`config.mk`:
```
export PLATFORM = sky130hd
export DESIGN_NAME = pkt_port_director
export DESIGN_NICKNAME = d
export VERILOG_FILES = /design/src/rtl/pdir_pkg.sv /design/src/rtl/pdir_policy.sv /design/src/rtl/pdir_mask.sv /design/src/rtl/pdir_stage.sv /design/src/rtl/pdir_counters.sv /design/src/rtl/pkt_port_director.sv
export SDC_FILE = /design/constraint.sdc
export NUM_CORES = 1
export LEC_CHECK = 0
export BUFFER_PORTS_ARGS = -buffer_cell sky130_fd_sc_hd__buf_2
export CORE_MARGIN = 4
export CORE_UTILIZATION = 50
export DETAILED_ROUTE_END_ITERATION = 8
export PLACE_DENSITY = 0.75
export SLEW_MARGIN = 10
export SYNTH_ARGS = -nofsm -noshare
export SYNTH_HDL_FRONTEND = slang
export SYNTH_HIERARCHICAL = 1
export SYNTH_SLANG_ARGS = --single-unit
```
`constraint.sdc`:
```
create_clock -name clk -period 3.6 [get_ports clk]
set_clock_uncertainty 0.1 [all_clocks]
set_input_delay 0.18 -clock clk [delete_from_list [all_inputs] [get_ports clk]]
set_output_delay 0.18 -clock clk [all_outputs]
set_load 0.01 [all_outputs]
```
`src/rtl/pdir_pkg.sv`:
```
package pdir_pkg;

   typedef enum logic [1:0] {
      MODE_BYPASS = 2'd0,
      MODE_TAP    = 2'd1,
      MODE_FILTER = 2'd2,
      MODE_RSVD   = 2'd3
   } pdir_mode_e;

   typedef struct packed {
      logic to_peer;
      logic to_host;
      logic drop;
   } pdir_verdict_t;

   localparam int unsigned PDIR_N_EXT = 2;
   localparam int unsigned PDIR_N_CNT = 3;

endpackage

```
`src/rtl/pdir_policy.sv`:
```
module pdir_policy
   import pdir_pkg::*;
(
   input  logic [1:0]    mode,
   input  logic          match,
   output pdir_verdict_t verdict
);

   pdir_mode_e m;

   always_comb begin
      m = pdir_mode_e'(mode);
      verdict = '0;
      unique case (m)
         MODE_BYPASS: begin
            verdict.to_host = match;
            verdict.to_peer = ~match;
         end
         MODE_TAP: begin
            verdict.to_host = match;
            verdict.to_peer = 1'b1;
         end
         MODE_FILTER, MODE_RSVD: begin
            verdict.to_host = match;
            verdict.drop    = ~match;
         end
         default: verdict = '0;
      endcase
   end

endmodule

```
`src/rtl/pdir_mask.sv`:
```
module pdir_mask
   import pdir_pkg::*;
#(
   parameter int unsigned HOSTS  = 2,
   localparam int unsigned DEST_W = PDIR_N_EXT + PDIR_N_EXT * HOSTS
) (
   input  logic          port,
   input  pdir_verdict_t verdict,
   output logic [DEST_W-1:0] dest
);

   generate
      if (HOSTS < 1) begin : g_bad_hosts
         $error("pdir_mask: HOSTS must be at least 1");
      end
   endgenerate

   // external port bits: peer of the ingress port
   assign dest[0] = verdict.to_peer &  port;
   assign dest[1] = verdict.to_peer & ~port;

   // host groups, one per external port
   generate
      for (genvar g = 0; g < int'(PDIR_N_EXT); g++) begin : g_grp
         for (genvar h = 0; h < int'(HOSTS); h++) begin : g_host
            if (g == 0) begin : g_a
               assign dest[PDIR_N_EXT + g*HOSTS + h] = verdict.to_host & ~port;
            end else begin : g_b
               assign dest[PDIR_N_EXT + g*HOSTS + h] = verdict.to_host &  port;
            end
         end
      end
   endgenerate

endmodule

```
`src/rtl/pdir_stage.sv`:
```
module pdir_stage #(
   parameter int unsigned W = 8
) (
   input  logic         clk,
   input  logic         rst_n,
   input  logic         s_valid,
   output logic         s_ready,
   input  logic [W-1:0] s_data,
   output logic         m_valid,
   input  logic         m_ready,
   output logic [W-1:0] m_data
);

   logic         vld_q;
   logic [W-1:0] dat_q;

   assign s_ready = ~vld_q | m_ready;

   always_ff @(posedge clk) begin
      if (!rst_n) begin
         vld_q <= 1'b0;
         dat_q <= '0;
      end else if (s_valid && s_ready) begin
         vld_q <= 1'b1;
         dat_q <= s_data;
      end else if (m_ready) begin
         vld_q <= 1'b0;
      end
   end

   assign m_valid = vld_q;
   assign m_data  = dat_q;

endmodule

```
`src/rtl/pdir_counters.sv`:
```
module pdir_counters #(
   parameter int unsigned N     = 3,
   parameter int unsigned CNT_W = 32
) (
   input  logic                    clk,
   input  logic                    rst_n,
   input  logic                    fire,
   input  logic [N-1:0]            hit,
   output logic [N-1:0][CNT_W-1:0] count
);

   generate
      if (CNT_W < 1) begin : g_bad_w
         $error("pdir_counters: CNT_W must be at least 1");
      end
      for (genvar i = 0; i < int'(N); i++) begin : g_cnt
         logic [CNT_W-1:0] c_q;
         always_ff @(posedge clk) begin
            if (!rst_n)             c_q <= '0;
            else if (fire && hit[i]) c_q <= c_q + CNT_W'(1);
         end
         assign count[i] = c_q;
      end
   endgenerate

endmodule

```
`src/rtl/pkt_port_director.sv`:
```
module pkt_port_director
   import pdir_pkg::*;
#(
   parameter int unsigned HOSTS  = 2,
   parameter int unsigned CNT_W  = 32,
   localparam int unsigned DEST_W = PDIR_N_EXT + PDIR_N_EXT * HOSTS
) (
   input  logic              clk,
   input  logic              rst_n,
   input  logic [1:0]        cfg_mode,
   input  logic              in_valid,
   output logic              in_ready,
   input  logic              in_port,
   input  logic              in_match,
   output logic              out_valid,
   input  logic              out_ready,
   output logic [DEST_W-1:0] out_dest,
   output logic              out_drop,
   output logic [CNT_W-1:0]  cnt_peer,
   output logic [CNT_W-1:0]  cnt_host,
   output logic [CNT_W-1:0]  cnt_drop
);

   localparam int unsigned STG_W = DEST_W + 1;

   pdir_verdict_t verdict;
   logic [DEST_W-1:0] dest_d;
   logic [STG_W-1:0]  stg_q;
   logic [PDIR_N_CNT-1:0] hit;
   logic [PDIR_N_CNT-1:0][CNT_W-1:0] cnts;

   pdir_policy u_policy (
      .mode    (cfg_mode),
      .match   (in_match),
      .verdict (verdict)
   );

   pdir_mask #(.HOSTS(HOSTS)) u_mask (
      .port    (in_port),
      .verdict (verdict),
      .dest    (dest_d)
   );

   pdir_stage #(.W(STG_W)) u_stage (
      .clk     (clk),
      .rst_n   (rst_n),
      .s_valid (in_valid),
      .s_ready (in_ready),
      .s_data  ({verdict.drop, dest_d}),
      .m_valid (out_valid),
      .m_ready (out_ready),
      .m_data  (stg_q)
   );

   assign out_dest = stg_q[DEST_W-1:0];
   assign out_drop = stg_q[DEST_W];

   assign hit[0] = |out_dest[PDIR_N_EXT-1:0];
   assign hit[1] = |out_dest[DEST_W-1:PDIR_N_EXT];
   assign hit[2] = out_drop;

   pdir_counters #(.N(PDIR_N_CNT), .CNT_W(CNT_W)) u_cnt (
      .clk   (clk),
      .rst_n (rst_n),
      .fire  (out_valid & out_ready),
      .hit   (hit),
      .count (cnts)
   );

   assign cnt_peer = cnts[0];
   assign cnt_host = cnts[1];
   assign cnt_drop = cnts[2];

endmodule

```
==> impl_metrics.yaml, run 1 <==
detailed_routing:
  wl_per_cell_microns: 13.7
  viasPerCell: 5.29
  vias: 4187
  drtPass1Iterations: 5
  wirelength_microns: 10900
  drt_iter0_drc: 219
  postRouteAntennaNets: 0
  post-route-drc-count: 0
global_routing:
  grt_max_degree: 50
  grt_antenna_before_repair: 0
  grt-ovfl-total: 0
  grt_usage: 0.193
  grt_pass1_wl_microns: 18200
  grt_pass1_vias: 3915
synthesis:
  ys_ff_latch: 104
  synth_top_cells_by_area: "dfxtp_1 44%, xor2_1 7.9%, nor2_1 7.0%"
  netlist.area_leader.share: 0.435
  synth_cell_types: 40
  syn_area_sq_mm: 0.00478
  yosys_most_used_dff: "dfxtp_1"
  ys.warnings.count: 6
  synthesis.nets: 565
  yosys.area.top_type: "dfxtp_1"
  synth_edf_count: 0
  synthArstFlopShare: 0
  syn_inst: 554
  synth.yosys.seq_area_share: 0.435
  avgSynthCellArea_sq_um: 8.63
cts:
  cts_setup_buffers: 0
  path_clk_slew_ns: 0.10
  cts_max_path_buffers: 2
  cts.repair.resized: 0
  htreeDepth: 3
  clk_latency_ns: 0.36
  cts_buffers: 9
  cts_tree: "yes"
  postCtsHoldBufs: 1
  root_buffer: "clkbuf_8"
  numClockSinks: 104
critical_path:
  required_ns: 3.79
  critPathTopFamily: "simple AND/OR/NAND/NOR gates"
  cpMaxStageDelayCell: "nor4_4"
  path_class: "flop to flop"
  worstSetupEndpointType: "flop"
  crit_arrival_ns: 2.59
  startpoint_type: "flop"
  path_cells: "nand4_2 -> nor4_4 -> nand4_1 -> or3_1 -> a21oi_1"
  critical-path-max-stage-delay_ns: 0.72
  crit_buf_inv: 0
  cp_max_fo: 14
timing:
  finalMaxSlewViolations: 0
  max_freq_ghz: 0.417
  worst_slew_pin_slew_ns: 0.834
  layout_min_cycle_time_ns: 2.40
  slew_headroom: 0.443
  finalSetupViolCount: 0
  finalCritPeriodShare: 0.667
  hold_viol_final: 0
  rsz0062_at_grt: "no"
  fin_setup_tns_ns: 0
final_layout:
  syn_to_final_growth_pct: 16.9
  final_cell_mix: "112 x buf_2, 104 x dfxtp_1, 89 x nor2_1"
  fin_area_sq_mm: 0.00559
  mostFrequentLayoutCell: "buf_2"
  drive_gt1_frac: 0.226
  diodes: 0
  final_nets: 669
placed_design:
  numPortBuffers: 112
  dp_hpwl_microns: 7930
  dpl_cell_area_sq_mm: 0.00540
  place.gp.congestion: 0.873
power_and_ir_drop:
  clock_power_share: 0.356
  seqPwrFrac: 0.612
  combPwrFrac: 0.032
  p_per_area_mw_per_mm2: 339
  p_int_uw: 1450
  ir_drop_v: 0.000213
  power.switching_uw: 444
  leakagePower_uw: 0.00226
  switching_share: 0.234
flow_run:
  cap_violations: 0
floorplan:
  core-area_sq_mm: 0.00928
  start_util: 0.515
  dieArea_sq_mm: 0.0112
  rows: 35
  fp.dieH_microns: 106
  die_w_microns: 106
  io_pins: 113
min_path:
  hold_class: "primary input to flop"
run_status:
  outcome: "finished clean"
-- Yosys cell counts, drive strengths merged (10+ instances only) --
cell type,count
buf,10
dfxtp,104
xor2,43
inv,12
nand4,29
a21oi,17
xnor2,37
clkbuf,13
nor4,15
nor2,89
and4,12
nor3,18
nand2,51
or3,10
nand3,41
o21ai,10
-- cells by family after synthesis --
family,count (synthesis),synth area share
muxes,7,0.0147
and+or+nand+nor,295,0.326
xor gates and xnor gates,80,0.147
DFF,104,0.435
buffers and inverters,36,0.0369
AOI/OAI and AO/OA,29,0.0325
adders and majority gates,3,0.00785
-- per-layer routing --
layer  up-vias  part of all wire  routed length (microns)  track usage
li1       2099                 -                        -            -
met1      1970              0.46                     4960        0.246
met2       110              0.48                     5170        0.329
met3         8             0.059                      640       0.0514
met4         0            0.0081                       88       0.0407
met5         -                 0                        0            0
-- power by group through the flow --
| stage | registers [uW] | logic, uW | clock network [uW] |
|---|---|---|---|
| final | 1160 | 60.2 | 675 |
| after global routing | 1160 | 66.2 | 743 |
| after CTS | 1160 | 61.0 | 700 |
| after detailed placement | 1190 | 59.9 | 0 |
| after global placement | 1180 | 59.1 | 0 |
| after floorplan | 1190 | 40.0 | 0 |
-- metrics by stage --
step,setup slack (ns),power [uW],cells,hold WS (ns),utilization
after floorplan,1.53,1230,554,0.219,-
after global placement,1.29,1240,775,0.351,0.581
after detailed placement,1.22,1250,775,0.354,0.581
after CTS,1.22,1920,792,0.0334,0.602
after global routing,0.937,1970,792,0.0552,0.602
final,1.20,1890,792,0.0498,0.602
-- worst min-delay path, stage by stage --
cell,delay (ns)
buf_2,0.13
nor2b_2,0.05
nand2_1,0.05
mux2i_1,0.05
-- registers in the layout, summed over array words and instances (netlist names) --
signal and cells:
u_cnt/g_cnt.c_q 96, u_stage/m_valid 1, u_stage/m_data 7
-- final timing paths --
check | from | to | slack, ns | depth (start not counted)
hold reg to reg | u_stage/m_data[0] | u_stage/m_data[0] | 0.38 | 2
setup / recovery | u_cnt/g_cnt[1].c_q[6] | u_cnt/g_cnt[1].c_q[31] | 1.20 | 5
setup reg to reg | u_cnt/g_cnt[1].c_q[6] | u_cnt/g_cnt[1].c_q[31] | 1.20 | 5
hold / removal | in_match | u_stage/m_data[6] | 0.05 | 4
-- layout make-up --
cell class | instances | area, sq um
tap | 129 | 161
multi-input combinational | 414 | 2520
clock inverter | 5 | 41.3
clock buffer | 11 | 141
inverter | 13 | 48.8
fill | 860 | 3690
sequential | 104 | 2080
timing repair buffer | 116 | 593
No activity file was read; power rests on OpenSTA's default activity.
==> inputs of run 2 (changes only) <==
--- a/config.mk
+++ b/config.mk
@@ -5,11 +5,12 @@
 export SDC_FILE = /design/constraint.sdc
 export NUM_CORES = 1
 export LEC_CHECK = 0
+export ABC_AREA = 1
 export BUFFER_PORTS_ARGS = -buffer_cell sky130_fd_sc_hd__buf_2
 export CORE_MARGIN = 4
 export CORE_UTILIZATION = 50
 export DETAILED_ROUTE_END_ITERATION = 8
-export PLACE_DENSITY = 0.75
+export PLACE_DENSITY = 0.74
 export SLEW_MARGIN = 10
 export SYNTH_ARGS = -nofsm -noshare
 export SYNTH_HDL_FRONTEND = slang
==> constraint.sdc (replaced) <==
create_clock -name clk -period 2.3 [get_ports clk]
set_clock_uncertainty 0.1 [all_clocks]
set_input_delay 0.115 -clock clk [delete_from_list [all_inputs] [get_ports clk]]
set_output_delay 0.115 -clock clk [all_outputs]
set_load 0.01 [all_outputs]
==> impl_metrics.yaml, run 2 <==
run_status:
  outcome: "finished clean"
power_and_ir_drop:
  leakagePower_uw: 0.00303
  ir_drop_v: 0.000429
  switching_share: 0.217
  p_int_uw: 2770
  seqPwrFrac: 0.517
  clock_power_share: 0.440
  power.switching_uw: 767
  p_per_area_mw_per_mm2: 534
  combPwrFrac: 0.043
floorplan:
  rows: 38
  die_w_microns: 114
  fp.dieH_microns: 114
  core-area_sq_mm: 0.0109
  dieArea_sq_mm: 0.0130
  start_util: 0.515
  io_pins: 113
placed_design:
  dp_hpwl_microns: 10700
  numPortBuffers: 112
  place.gp.congestion: 0.858
final_layout:
  final_nets: 994
  drive_gt1_frac: 0.169
  largest_reg_flops: 96
  largest_register: "u_cnt/g_cnt.c_q"
  final_cell_mix: "199 x nand2_1, 178 x nor2_1, 124 x inv_1"
  syn_to_final_growth_pct: 17.6
  diodes: 0
  postLayoutCoreUtil: 0.606
  mostFrequentLayoutCell: "nand2_1"
detailed_routing:
  vias: 5684
  wirelength_microns: 14200
  drt_iter0_drc: 427
  viasPerCell: 5.04
  wl_per_cell_microns: 12.6
  post-route-drc-count: 0
  drtPass1Iterations: 6
  postRouteAntennaNets: 0
critical_path:
  crit_arrival_ns: 1.95
  path_class: "flop to flop"
  regToRegSetupSlack_ns: 0.48
  worstSetupEndpointType: "flop"
  worstRegToRegCells: 9
  r2r_end: "u_cnt/g_cnt[1].c_q[24]"
  r2r-start: "u_stage/m_valid"
  cp_max_fo: 6
  startpoint_type: "flop"
  required_ns: 2.43
synthesis:
  synthArstFlopShare: 0
  yosys.area.top_type: "dfxtp_1"
  synth.yosys.seq_area_share: 0.369
  synthesis.nets: 883
  ys.warnings.count: 6
  netlist.area_leader.share: 0.369
  syn_area_sq_mm: 0.00564
  synth_edf_count: 0
  yosys_most_used_dff: "dfxtp_1"
  synth.most_common_cell: "nand2_1"
  synth_top_cells_by_area: "dfxtp_1 37%, nand2_1 13%, nor2_1 12%"
  synth_cell_types: 35
  ys_ff_latch: 104
  avgSynthCellArea_sq_um: 6.46
  ys_top_cells_by_count: "199 x nand2_1, 178 x nor2_1, 124 x inv_1"
  syn_inst: 872
cts:
  cts_max_path_buffers: 2
  numClockSinks: 104
  postCtsHoldBufs: 0
  path_clk_slew_ns: 0.06
  cts_tree: "yes"
  root_buffer: "clkbuf_16"
  cts_setup_buffers: 0
  cts_buffers: 9
  clk_latency_ns: 0.35
  htreeDepth: 3
  cts.repair.resized: 0
timing:
  layout_min_cycle_time_ns: 1.82
  hold_viol_final: 0
  finalMaxSlewViolations: 0
  rsz0062_at_grt: "no"
  worst_slew_pin_slew_ns: 0.394
  finalCritPeriodShare: 0.791
  slew_headroom: 0.737
  max_freq_ghz: 0.549
  fin_setup_tns_ns: 0
  finalSetupViolCount: 0
min_path:
  hold_class: "primary input to flop"
  min_from: "in_valid"
  hold_path_end: "u_stage/m_valid"
  hold_path_depth: 3
global_routing:
  grt_max_degree: 35
  grt_pass1_wl_microns: 24100
  grt-ovfl-total: 0
  grt_usage: 0.223
  grt_pass1_vias: 5224
  grt_antenna_before_repair: 0
flow_run:
  cap_violations: 0
==> run 2: cell count changes in the layout (fill, tap and decap cells not counted), moves of 9 or more <==
| cell | change |
|---|---|
| nor4_1 | -9 |
| and4_1 | -12 |
| inv_1 | +112 |
| xnor2_1 | -32 |
| clkbuf_16 | +9 |
| nor2_1 | +89 |
| nor3_1 | -10 |
| nand3_1 | +21 |
| o21ai_0 | +23 |
| nand2_1 | +148 |
| xor2_1 | -28 |
| or3_1 | -10 |
| nor2_4 | +13 |
| a21oi_1 | +29 |
==> run 2: power groups by stage <==
| stage | Sequential, uW | Clock [uW] | Combinational, uW |
|---|---|---|---|
| 2_1_floorplan | 1870 | 0 | 101 |
| 3_3_place_gp | 1870 | 0 | 150 |
| 3_5_place_dp | 1870 | 0 | 152 |
| 4_1_cts | 1830 | 1600 | 153 |
| 5_1_grt | 1830 | 1660 | 173 |
| 6_report | 1830 | 1550 | 152 |
==> run 2: worst max-delay path by stage <==
stage | startpoint | to | slack (ns) | cells after the start
floorplan | u_stage/m_valid | u_cnt/g_cnt[2].c_q[26] | 0.60 | 11
global placement | u_stage/m_valid | u_cnt/g_cnt[2].c_q[22] | 0.57 | 9
detailed placement | u_stage/m_valid | u_cnt/g_cnt[1].c_q[24] | 0.49 | 9
CTS | u_stage/m_valid | u_cnt/g_cnt[1].c_q[24] | 0.48 | 9
global route | u_stage/m_valid | u_cnt/g_cnt[0].c_q[23] | 0.27 | 11
finish | u_stage/m_valid | u_cnt/g_cnt[1].c_q[24] | 0.48 | 9
==> run 2: routing by layer <==
metal | global-route usage | wire length [microns]
met1 | 0.287 | 6450
met5 | 0 | 0
met2 | 0.381 | 6780
met4 | 0.0625 | 214
met3 | 0.0455 | 808
==> run 2: worst max-delay path: stages (launching register included) <==
cell and delay (ns):
dfxtp_1 0.39, nand2_1 0.07, inv_1 0.20, nand2_4 0.14, nor2_4 0.14, nand3_2 0.14
nor2_4 0.18, nand3_1 0.11, o21ai_0 0.18, nor2_1 0.06
==> run 2: kinds of logic (layout without fill, tap and decap cells) <==
family	after synthesis	count (layout)	synth area share
flip-flops	104	104	0.369
XOR/XNOR	20	20	0.0311
AO/OA/AOI/OAI	86	86	0.0802
buffers and inverters	142	258	0.0997
AND/OR/NAND/NOR	517	517	0.413
adder cells (fa/ha/maj)	3	3	0.00666
==> run 2: cell type report <==
| type | count | area [sq um] |
|---|---|---|
| clock buffers | 13 | 260 |
| clock inverters | 3 | 40.0 |
| fillers | 1092 | 4310 |
| repair buffers | 116 | 603 |
| inverters | 126 | 473 |
| multi-input cells | 626 | 2990 |
| well taps | 140 | 175 |
| flip-flops and latches | 104 | 2080 |
==> run 2: per-stage QoR <==
step / instance area (sq um) / hold WS, ns / worst slack (ns) / total power [uW] / cells
after floorplan: 5640 / 0.201 / 0.602 / 1980 / 872
after global placement: 6320 / 0.371 / 0.569 / 2020 / 1112
after detailed placement: 6320 / 0.385 / 0.488 / 2020 / 1112
after CTS: 6630 / 0.0399 / 0.481 / 3580 / 1128
after global routing: 6630 / 0.0598 / 0.274 / 3660 / 1128
final: 6630 / 0.0578 / 0.480 / 3540 / 1128
